<file path="src/rtl/ps_tlb_pkg.sv">
package ps_tlb_pkg;
  parameter int unsigned DEF_VPN_W   = 52;
  parameter int unsigned DEF_PPN_W   = 40;
  parameter int unsigned DEF_ENTRIES = 8;
  parameter int unsigned SUB_PAGES   = 4;
  localparam int unsigned SUB_BITS   = $clog2(SUB_PAGES);

  typedef enum logic [2:0] {
    UPD_NONE,
    UPD_CLEAR,
    UPD_DROP,
    UPD_MERGE,
    UPD_REPLACE,
    UPD_ALLOC
  } upd_e;
endpackage

</file>
<file path="src/rtl/ps_tlb_match.sv">
module ps_tlb_match #(
  parameter int unsigned TAG_W   = 50,
  parameter int unsigned ENTRIES = 8,
  parameter int unsigned SUB     = 4,
  localparam int unsigned IDX_W  = (ENTRIES > 1) ? $clog2(ENTRIES) : 1
) (
  input  logic [TAG_W-1:0]              key,
  input  logic [ENTRIES-1:0][TAG_W-1:0] tags,
  input  logic [ENTRIES-1:0][SUB-1:0]   masks,
  output logic [ENTRIES-1:0]            tag_hit,
  output logic [IDX_W-1:0]              idx
);
  for (genvar g = 0; g < ENTRIES; g++) begin : g_cmp
    assign tag_hit[g] = (|masks[g]) && (tags[g] == key);
  end

  always_comb begin
    idx = '0;
    for (int i = ENTRIES - 1; i >= 0; i--) begin
      if (tag_hit[i]) idx = IDX_W'(i);
    end
  end
endmodule

</file>
<file path="src/rtl/ps_tlb_victim.sv">
module ps_tlb_victim #(
  parameter int unsigned ENTRIES = 8,
  parameter int unsigned SUB     = 4,
  localparam int unsigned IDX_W  = (ENTRIES > 1) ? $clog2(ENTRIES) : 1
) (
  input  logic                        clk,
  input  logic                        rst_n,
  input  logic [ENTRIES-1:0][SUB-1:0] masks,
  input  logic                        alloc,
  output logic [IDX_W-1:0]            vidx
);
  logic [IDX_W-1:0] rr_q;
  logic [IDX_W-1:0] first_free;
  logic             have_free;

  always_comb begin
    have_free  = 1'b0;
    first_free = '0;
    for (int i = ENTRIES - 1; i >= 0; i--) begin
      if (masks[i] == '0) begin
        have_free  = 1'b1;
        first_free = IDX_W'(i);
      end
    end
    vidx = have_free ? first_free : rr_q;
  end

  always_ff @(posedge clk) begin
    if (!rst_n) begin
      rr_q <= '0;
    end else if (alloc && !have_free) begin
      rr_q <= (rr_q == IDX_W'(ENTRIES - 1)) ? '0 : rr_q + 1'b1;
    end
  end
endmodule

</file>
<file path="src/rtl/ps_tlb.sv">
module ps_tlb
  import ps_tlb_pkg::*;
#(
  parameter int unsigned VPN_W   = DEF_VPN_W,
  parameter int unsigned PPN_W   = DEF_PPN_W,
  parameter int unsigned ENTRIES = DEF_ENTRIES
) (
  input  logic                      clk,
  input  logic                      rst_n,
  input  logic [VPN_W-1:0]          lk_vpn,
  output logic                      lk_hit,
  output logic [PPN_W-1:0]          lk_ppn,
  input  logic                      fill_valid,
  output logic                      fill_ready,
  input  logic [VPN_W-SUB_BITS-1:0] fill_tag,
  input  logic [PPN_W-SUB_BITS-1:0] fill_base,
  input  logic [SUB_PAGES-1:0]      fill_mask,
  input  logic                      inv_valid,
  input  logic                      inv_all,
  input  logic [VPN_W-1:0]          inv_vpn
);
  localparam int unsigned SB     = SUB_BITS;
  localparam int unsigned TAG_W  = VPN_W - SB;
  localparam int unsigned BASE_W = PPN_W - SB;
  localparam int unsigned IDX_W  = (ENTRIES > 1) ? $clog2(ENTRIES) : 1;

  logic [ENTRIES-1:0][TAG_W-1:0]     tag_q;
  logic [ENTRIES-1:0][BASE_W-1:0]    base_q;
  logic [ENTRIES-1:0][SUB_PAGES-1:0] mask_q;

  logic [ENTRIES-1:0] lk_tag_hit, lk_page_hit, f_tag_hit, i_tag_hit;
  logic [IDX_W-1:0]   lk_idx, f_idx, i_idx, v_idx;
  logic               fill_fire, same_base, f_any, i_any;
  upd_e               op;

  ps_tlb_match #(.TAG_W(TAG_W), .ENTRIES(ENTRIES), .SUB(SUB_PAGES)) u_lk_match (
    .key(lk_vpn[VPN_W-1:SB]), .tags(tag_q), .masks(mask_q),
    .tag_hit(lk_tag_hit), .idx(lk_idx)
  );

  ps_tlb_match #(.TAG_W(TAG_W), .ENTRIES(ENTRIES), .SUB(SUB_PAGES)) u_fill_match (
    .key(fill_tag), .tags(tag_q), .masks(mask_q),
    .tag_hit(f_tag_hit), .idx(f_idx)
  );

  ps_tlb_match #(.TAG_W(TAG_W), .ENTRIES(ENTRIES), .SUB(SUB_PAGES)) u_inv_match (
    .key(inv_vpn[VPN_W-1:SB]), .tags(tag_q), .masks(mask_q),
    .tag_hit(i_tag_hit), .idx(i_idx)
  );

  ps_tlb_victim #(.ENTRIES(ENTRIES), .SUB(SUB_PAGES)) u_victim (
    .clk(clk), .rst_n(rst_n), .masks(mask_q),
    .alloc(op == UPD_ALLOC), .vidx(v_idx)
  );

  // lookup path: tag match qualified by the page's residency bit
  for (genvar g = 0; g < ENTRIES; g++) begin : g_page
    assign lk_page_hit[g] = lk_tag_hit[g] & mask_q[g][lk_vpn[SB-1:0]];
  end

  assign lk_hit = |lk_page_hit;
  assign lk_ppn = lk_hit ? {base_q[lk_idx], lk_vpn[SB-1:0]} : '0;

  // update selection: invalidate has priority over fill
  assign fill_ready = !inv_valid;
  assign fill_fire  = fill_valid && fill_ready && (fill_mask != '0);
  assign f_any      = |f_tag_hit;
  assign i_any      = |i_tag_hit;
  assign same_base  = (base_q[f_idx] == fill_base);

  always_comb begin
    op = UPD_NONE;
    if (inv_valid) begin
      if (i_any) op = inv_all ? UPD_DROP : UPD_CLEAR;
    end else if (fill_fire) begin
      if (!f_any)         op = UPD_ALLOC;
      else if (same_base) op = UPD_MERGE;
      else                op = UPD_REPLACE;
    end
  end

  always_ff @(posedge clk) begin
    if (!rst_n) begin
      tag_q  <= '0;
      base_q <= '0;
      mask_q <= '0;
    end else begin
      unique case (op)
        UPD_CLEAR:   mask_q[i_idx][inv_vpn[SB-1:0]] <= 1'b0;
        UPD_DROP:    mask_q[i_idx] <= '0;
        UPD_MERGE:   mask_q[f_idx] <= mask_q[f_idx] | fill_mask;
        UPD_REPLACE: begin
          base_q[f_idx] <= fill_base;
          mask_q[f_idx] <= fill_mask;
        end
        UPD_ALLOC: begin
          tag_q[v_idx]  <= fill_tag;
          base_q[v_idx] <= fill_base;
          mask_q[v_idx] <= fill_mask;
        end
        default: ;
      endcase
    end
  end
endmodule

</file>
<file path="config.mk">
export PLATFORM = sky130hd
export DESIGN_NAME = ps_tlb
export DESIGN_NICKNAME = d
export VERILOG_FILES = /design/src/rtl/ps_tlb_pkg.sv /design/src/rtl/ps_tlb_match.sv /design/src/rtl/ps_tlb_victim.sv /design/src/rtl/ps_tlb.sv
export SDC_FILE = /design/constraint.sdc
export NUM_CORES = 2
export LEC_CHECK = 0
export CORE_UTILIZATION = 45
export CTS_CLUSTER_DIAMETER = 120
export CTS_CLUSTER_SIZE = 20
export DETAILED_ROUTE_END_ITERATION = 16
export DONT_BUFFER_PORTS = 1
export SLEW_MARGIN = 15
export SYNTH_ARGS = -nofsm -noshare
export SYNTH_HDL_FRONTEND = slang
export SYNTH_SLANG_ARGS = --single-unit
</file>
<file path="constraint.sdc">
create_clock -name clk -period 6.53 [get_ports clk]
set_input_delay 0.3265 -clock clk [delete_from_list [all_inputs] [get_ports clk]]
set_output_delay 0.3265 -clock clk [all_outputs]
set_load 0.1 [all_outputs]
</file>
After elaboration in Yosys (flattened, before gate mapping)
Index checks and enable logic that the tools add are counted.
{"block": "classes", "eq_ne": 31, "n_shift": 0, "n_mux": 95, "order_cmp": 10, "reduce_logical": 55, "addsub": 1, "bitwise": 13, "div_mod_pow": 0, "multipliers": 0}
{"op": "$eq A50 B50 Y1", "count": 24}
{"op": "$bwmux W304", "count": 2}
{"op": "$pmux W304 S2", "count": 1}
{"op": "$bwmux W400", "count": 1}
{"op": "$bmux W38 S3", "count": 2}
{"op": "$demux W38 S3", "count": 2}
{"op": "$pmux W32 S5", "count": 1}
{"op": "$mux W38", "count": 4}
{"op": "$demux W50 S3", "count": 1}
{"op": "$mux W3", "count": 38}
{"op": "$bwmux W32", "count": 3}
{"op": "$and A32 B32 Y32", "count": 2}
{"op": "$not A32 Y32", "count": 2}
{"op": "$mux W50", "count": 1}
{"op": "$demux W4 S3", "count": 4}
{"op": "$mux W40", "count": 1}
{"op": "$eq A38 B38 Y1", "count": 1}
{"op": "$logic_not A4 Y1", "count": 8}
{"op": "$reduce_or A4 Y1", "count": 8}
{"op": "$logic_and A1 B1 Y1", "count": 31}
{"op": "$reduce_or A8 Y1", "count": 3}
{"op": "$mux W4", "count": 5}
{"op": "$mux W1", "count": 17}
{"op": "$bmux W1 S2", "count": 8}
{"op": "other kinds (17)", "count": 35}
{"block": "word_totals", "rom_bits": 0, "mem_count": 0, "input_bits": 201, "ram_bits": 0, "latchBits": 0, "regBits": 739, "elab_cells": 230, "output_inout_bits": 42}

Logic depth before layout (Yosys ltp)
{"block": "depth", "depth_word": 19, "mapped_depth": 23, "ltp_nobuf": 16}

Modules after synthesis
From an unflattened synthesis, not the netlist that was laid out.
{"block": "unflattened", "cells_unflattened": 5990, "hier_area_um2": 50035.5}
{"module": "ps_tlb", "instances": 1, "area_per_inst_um2": 35138.7, "seq_area_each_um2": 14734.1, "cells_per_inst": 4115}
{"module": "ps_tlb_match", "instances": 3, "area_per_inst_um2": 4839.6, "seq_area_each_um2": 0.0, "cells_per_inst": 612}
{"module": "ps_tlb_victim", "instances": 1, "area_per_inst_um2": 377.9, "seq_area_each_um2": 60.1, "cells_per_inst": 39}

Least setup slack after synthesis
No wires, ideal clock.
{"block": "synth_timing", "path_type": "input to register", "startpoint": "in fill_tag[34]", "endpoint": "reg mask_q[8] (netlist bit)", "stages": 18, "setup_slack_ns": 1.554, "n_path_buf": 3, "arrival_ns": 4.891, "setup_ns": 0.086, "required_ns": 6.444, "path_cell_list": "buf_2 buf_2 xor2_1 nor4_1 nand4_1 or4_1 buf_2 nand4_2 nor2_2 a221o_1 o21ai_0 or4b_1 nor4_1 nand4_1 nor4_4 mux2_2 or2_2 a211oi_1"}
{"block": "synth_via", "elab_chain_cells": 19, "word_cells_on_any_way": 49, "cone_classes": "order compare: 2; eq/ne: 14; mux: 21; bitwise: 1; reduce/logical: 11"}
{"item": "start, declared", "line_no": "ps_tlb.sv:15", "source": "input logic [VPN_W-SUB_BITS-1:0] fill_tag,"}
{"item": "$eq A50 B50 Y1", "line_no": "ps_tlb_match.sv:14", "source": "assign tag_hit[g] = (|masks[g]) && (tags[g] == key);"}
{"item": "$logic_and A1 B1 Y1", "line_no": "ps_tlb_match.sv:14"}
{"item": "$mux W3 (8 in a row)", "line_no": "ps_tlb_match.sv:20", "source": "if (tag_hit[i]) idx = IDX_W'(i);"}
{"item": "$bmux W38 S3", "line_no": "ps_tlb.sv:69", "source": "assign same_base = (base_q[f_idx] == fill_base);"}
{"item": "$mux W38 (implied by the code)", "line_no": "ps_tlb.sv:69"}
{"item": "$eq A38 B38 Y1", "line_no": "ps_tlb.sv:69"}
{"item": "$mux W3", "line_no": "ps_tlb.sv:77", "source": "else if (same_base) op = UPD_MERGE;"}
{"item": "$mux W3", "line_no": "ps_tlb.sv:76", "source": "if (!f_any) op = UPD_ALLOC;"}
{"item": "$mux W3", "line_no": "ps_tlb.sv:75", "source": "end else if (fill_fire) begin"}
{"item": "$mux W3", "line_no": "ps_tlb.sv:73", "source": "if (inv_valid) begin"}
{"item": "$eq A3 B3 Y1, or another cell as far along", "line_no": "ps_tlb.sv:88", "source": "unique case (op)"}
{"item": "$pmux W32 S5 or $reduce_bool A5 Y1 (tied branches)"}
{"item": "end signal, assigned by index", "line_no": "ps_tlb.sv:91", "source": "UPD_MERGE: mask_q[f_idx] <= mask_q[f_idx] | fill_mask;"}
{"item": "end signal, assigned by index", "line_no": "ps_tlb.sv:94", "source": "mask_q[f_idx] <= fill_mask;"}
{"item": "end signal, assigned by index", "line_no": "ps_tlb.sv:99", "source": "mask_q[v_idx] <= fill_mask;"}
{"item": "end, declared", "line_no": "ps_tlb.sv:29", "source": "logic [ENTRIES-1:0][SUB_PAGES-1:0] mask_q;"}
Several ways; a longest one is shown, not always the timed one. The select of a mux whose other input is x is not followed.
A chain may end at the register's enable or synchronous reset.

Worst setup path in the final report
{"block": "layout_timing", "startpoint": "reg tag_q[343] (netlist bit)", "endpoint": "reg base_q[258] (netlist bit)"}
{"block": "layout_via", "elab_chain_cells": 18, "word_cells_on_any_way": 31, "cone_classes": "order compare: 2; eq/ne: 5; mux: 18; reduce/logical: 6"}
{"item": "start, declared", "line_no": "ps_tlb.sv:27", "source": "logic [ENTRIES-1:0][TAG_W-1:0] tag_q;"}
{"item": "start signal, assigned by index", "line_no": "ps_tlb.sv:97", "source": "tag_q[v_idx] <= fill_tag;"}
{"item": "$eq A50 B50 Y1", "line_no": "ps_tlb_match.sv:14"}
{"item": "$logic_and A1 B1 Y1", "line_no": "ps_tlb_match.sv:14"}
{"item": "$mux W3 (7 in a row)", "line_no": "ps_tlb_match.sv:20"}
{"item": "$bmux W38 S3", "line_no": "ps_tlb.sv:69"}
{"item": "$mux W38 (implied by the code)", "line_no": "ps_tlb.sv:69"}
{"item": "$eq A38 B38 Y1", "line_no": "ps_tlb.sv:69"}
{"item": "$mux W3", "line_no": "ps_tlb.sv:77"}
{"item": "$mux W3", "line_no": "ps_tlb.sv:76"}
{"item": "$mux W3", "line_no": "ps_tlb.sv:75"}
{"item": "$mux W3", "line_no": "ps_tlb.sv:73"}
{"item": "$eq A3 B3 Y1", "line_no": "ps_tlb.sv:88"}
{"item": "$pmux W304 S2 or $reduce_bool A2 Y1 (tied branches)"}
{"item": "end signal, assigned by index", "line_no": "ps_tlb.sv:93", "source": "base_q[f_idx] <= fill_base;"}
{"item": "end signal, assigned by index", "line_no": "ps_tlb.sv:98", "source": "base_q[v_idx] <= fill_base;"}
{"item": "end, declared", "line_no": "ps_tlb.sv:28", "source": "logic [ENTRIES-1:0][BASE_W-1:0] base_q;"}
Several ways; a longest one is shown, not always the timed one. The select of a mux whose other input is x is not followed.

==> results.tsv <==
stage	metric	value	unit
outcome	status	finished with violations	
outcome	violations	capacitance limit, slew limit	
cells_and_area	drive_above_1_share	9.91	%
clocking	cts.path.max_buffers	3	
worst_setup_path	r2r_slack	0.01	ns
worst_setup_path	worstReg2RegStart	tag_q[343]$_SDFFE_PN0P_	
worst_setup_path	critical_path_class	reg2reg	
power	power_density	166	nW/um^2
logic_synthesis	synth_ff_type	dfxtp_1	
worst_setup_path	crit_path_end	base_q[258]$_SDFFE_PN0P_	
worst_setup_path	arrival	7.11	ns
logic_synthesis	netlist_instances	6457	
power	ir_drop	179	uV
floorplan	die_area	114000	sq um
floorplan	rows	122	
clocking	cts_made_buffers	43	
sta	tightest_slew	1.66	ns
placement	gp_congestion	1.10	
route	totalWireLength	333000	microns
global_route	grt_pass1_vias	48200	
logic_synthesis	synth_area_per_cell	7.86	sq um
sta	timing.final.ws_setup	0.0123	ns
clocking	clkLatencyLatePin	0.70	ns
sta	whs	0.0226	ns
job	drv_cap	3	
cells_and_area	fill_cells	10800	
global_route	grtUsageMet1	70.7	%
floorplan	io_pins	243	
worst_setup_path	worst-r2r-cell-count	22	
route	wl_per_cell	41.7	microns
logic_synthesis	syn_nets	6660	
global_route	antenna_found_initial	40	
sta	drv_slew	123	
hold_path	hold_class	in2reg	
clocking	h-tree-depth	2	
global_route	busiest_layer	met1	
cells_and_area	ff_latch_area	14800	sq um
placement	placed_area	53300	sq um
clocking	cts_tree	done	
worst_setup_path	cpPeakStageDelay	0.64	ns
worst_setup_path	cp-end-kind	register	
global_route	grt_pass1_wl	433000	microns
placement	portBuffers	0	
worst_setup_path	crit_cells	22	
logic_synthesis	synth_cell_type_count	92	
logic_synthesis	async_flop_share	0	%
route	vias	56200	
cells_and_area	fin_area	56700	sq um
route	drc_errors	0	
worst_setup_path	crit_fanout	40	
placement	hpwl	199000	microns
worst_setup_path	crit_slowest_cell	dfxtp_1	
logic_synthesis	synth-edff-count	0	
route	drtIter0Drc	11200	
global_route	grt_usage	56.3	%
clocking	cts.sinks	739	
sta	fin_crit_sh	99.8	%
worst_setup_path	path_buf_inv	6	
power	p_leak	19.8	nW
sta	max_slew_margin	-10.6	%
sta	min_period	6.52	ns
floorplan	initial_core_util	45.6	%
logic_synthesis	syn_area	50800	sq um
route	via_per_inst	7.05	
placement	preCtsSetupSlack	0.531	ns
cells_and_area	syn2layout_area_growth	11.7	%
sta	fin_setup_tns	0	ns
cells_and_area	multi_input_area	34100	sq um
cells_and_area	post-route-util	50.9	%
global_route	grt_max_degree	508	
worst_setup_path	startpoint	tag_q[343]$_SDFFE_PN0P_	
worst_setup_path	cp_top_family	simple AND/OR/NAND/NOR gates	
worst_setup_path	required	7.12	ns
logic_synthesis	synth_seq_cells	739	
sta	rsz0062_at_grt	no	
clocking	clockRootBuffer	clkbuf_16	
route	dr.pass1.iters	10	
cells_and_area	num-nets-final	6632	
logic_synthesis	ys_top_cells_by_area	dfxtp_1 29%, xnor2_1 13%, nand2_1 9.5%	
global_route	use_met3	36.1	%
global_route	gr-total-overflow	0	
worst_setup_path	reg2reg_to	base_q[258]$_SDFFE_PN0P_	
route	ant_nets	0	
sta	hold_viol_final	0	
sta	setup_viol	0	
worst_setup_path	path_cells	xnor2_1 -> nand4_1 -> nor3_1 -> nand4_1 -> a211oi_1 -> or2_4 -> a21oi_4 -> buf_4 -> buf_4 -> o32ai_1 -> o21ai_1 -> or4b_1 -> nor4_1 -> nand4_1 -> nor4_4 -> buf_12 -> buf_4 -> o31ai_4 -> buf_12 -> nand3_1 -> dlygate4sd3_1 -> o21ai_0	
floorplan	core	111000	sq um
floorplan	die_height	338	microns
floorplan	die_w	338	microns
logic_synthesis	yosysTopAreaCellShare	29.1	%
logic_synthesis	ys_seq_area_share	29.1	%
logic_synthesis	synth_top_area_cell	dfxtp_1	
clocking	clk_pin_slew	0.11	ns
sta	max_clock_freq	153	MHz
logic_synthesis	yosys_warnings	0	
worst_setup_path	critPathLaunchType	register	
global_route	met2_usage	68.9	%
sta	fin_skew	0.0374	ns
==> per-stage QoR <==
step | instances | power (mW)
after floorplan | 6457 | 5.89
after global placement | 7707 | 6.03
after detailed placement | 7707 | 6.03
after CTS | 7918 | 9.28
after global routing | 7936 | 9.55
final | 7973 | 9.44
==> timing repair <==
action                     CTS  global route
setup endpoints to repair    0            40
hold buffers               160             1
buffers inserted             0             3
gates resized for setup      0            21
hold endpoints to repair   723             1
==> cells by family (layout without fill, tap and decap cells) <==
kind of cell	Yosys count	in the layout	synth area share (%)
xor+xnor	1216	1216	21.0
other cells	0	50	0
mux	443	443	8.99
fa+ha+maj	2	2	0.0493
simple gates	2471	2471	22.4
buf+inv	563	541	4.67
compound gates	1023	1023	13.7
flops	739	739	29.1
==> routing by layer <==
layer,vias up,routed length (microns)
li1,22200,-
met3,1440,62900
met4,51,26100
met1,27000,125000
met2,5497,117000
met5,-,1600
==> worst min-delay path by stage <==
stage | from | end | slack (ns) | cells after the start
after floorplan | base_q[140]$_SDFFE_PN0P_ | base_q[140]$_SDFFE_PN0P_ | 0.43 | 2
after global placement | base_q[289]$_SDFFE_PN0P_ | base_q[289]$_SDFFE_PN0P_ | 0.44 | 2
after detailed placement | base_q[140]$_SDFFE_PN0P_ | base_q[140]$_SDFFE_PN0P_ | 0.45 | 2
after CTS | rst_n | base_q[142]$_SDFFE_PN0P_ | 0.02 | 2
after global routing | rst_n | tag_q[94]$_SDFFE_PN0P_ | 0.05 | 1
final | rst_n | tag_q[237]$_SDFFE_PN0P_ | 0.02 | 1
==> area by class of cell <==
| type | instances | area share (%) |
|---|---|---|
| well taps | 1488 | 3.28 |
| inverters | 31 | 0.205 |
| clock inverters | 4 | 0.0795 |
| clock buffers | 47 | 1.98 |
| repair buffers | 459 | 8.05 |
| multi-input cells | 5155 | 60.1 |
| flip-flops and latches | 739 | 26.1 |
| diodes | 50 | 0.221 |
==> worst register-to-register path, cell delays in order (launching register included) <==
cell	delay (ns)
dfxtp_1	0.64
xnor2_1	0.21
nand4_1	0.11
nor3_1	0.38
nand4_1	0.41
a211oi_1	0.51
or2_4	0.28
a21oi_4	0.09
buf_4	0.20
buf_4	0.21
o32ai_1	0.24
o21ai_1	0.14
or4b_1	0.54
nor4_1	0.36
nand4_1	0.28
nor4_4	0.39
buf_12	0.18
buf_4	0.13
o31ai_4	0.09
buf_12	0.22
nand3_1	0.13
dlygate4sd3_1	0.59
o21ai_0	0.07
==> placed cells by master, fill, tap and decap left out, types with 13 or more instances in the layout <==
cell type | netlist | routed
dfxtp_1 | 739 | 739
o21ai_0 | 203 | 202
nor4_2 | 9 | 19
a21boi_0 | 402 | 402
nor2_1 | 313 | 267
a21oi_1 | 139 | 139
xnor2_1 | 730 | 730
nand3_1 | 154 | 149
nand2_1 | 1281 | 1279
diode_2 | 0 | 50
and3_1 | 16 | 16
inv_1 | 31 | 31
clkbuf_16 | 0 | 44
a211oi_1 | 16 | 16
nor2_2 | 1 | 41
nor3_1 | 77 | 74
buf_4 | 7 | 268
xor2_1 | 486 | 486
mux2i_1 | 342 | 342
nor4_1 | 222 | 210
a31o_2 | 31 | 31
o211ai_1 | 13 | 13
o22ai_1 | 44 | 44
and4_1 | 16 | 15
nand4_1 | 288 | 288
dlygate4sd3_1 | 0 | 128
or3_1 | 16 | 14
mux2_2 | 101 | 101
buf_12 | 0 | 60
==> where the power goes <==
part	leakage, nW	switching [mW]	internal [mW]	total [mW]
Clock	0.574	1.84	1.24	3.07
Combinational	13.3	1.02	0.641	1.66
Sequential	5.97	0.117	4.58	4.70
==> flip-flops by register name, summed over array words and instances, names as in the netlist <==
name           count
mask_q            32
tag_q            400
base_q           304
u_victim.rr_q      3
==> Yosys cell counts, types with 16 or more instances <==
library cell  instances
inv_1                31
nand4_1             288
and4_1               16
o22ai_1              44
a211oi_1             16
mux2i_1             342
mux2_2              101
clkbuf_1            363
xor2_1              486
a31o_2               31
xnor2_1             730
nand2_1            1281
a21boi_0            402
o21ai_0             203
and3_1               16
buf_1                27
dfxtp_1             739
buf_2               124
or4_1                18
a21oi_1             139
nor2_1              313
or3_1                16
nor4_1              222
nor3_1               77
nand3_1             154
No activity file was read; power rests on OpenSTA's default activity.
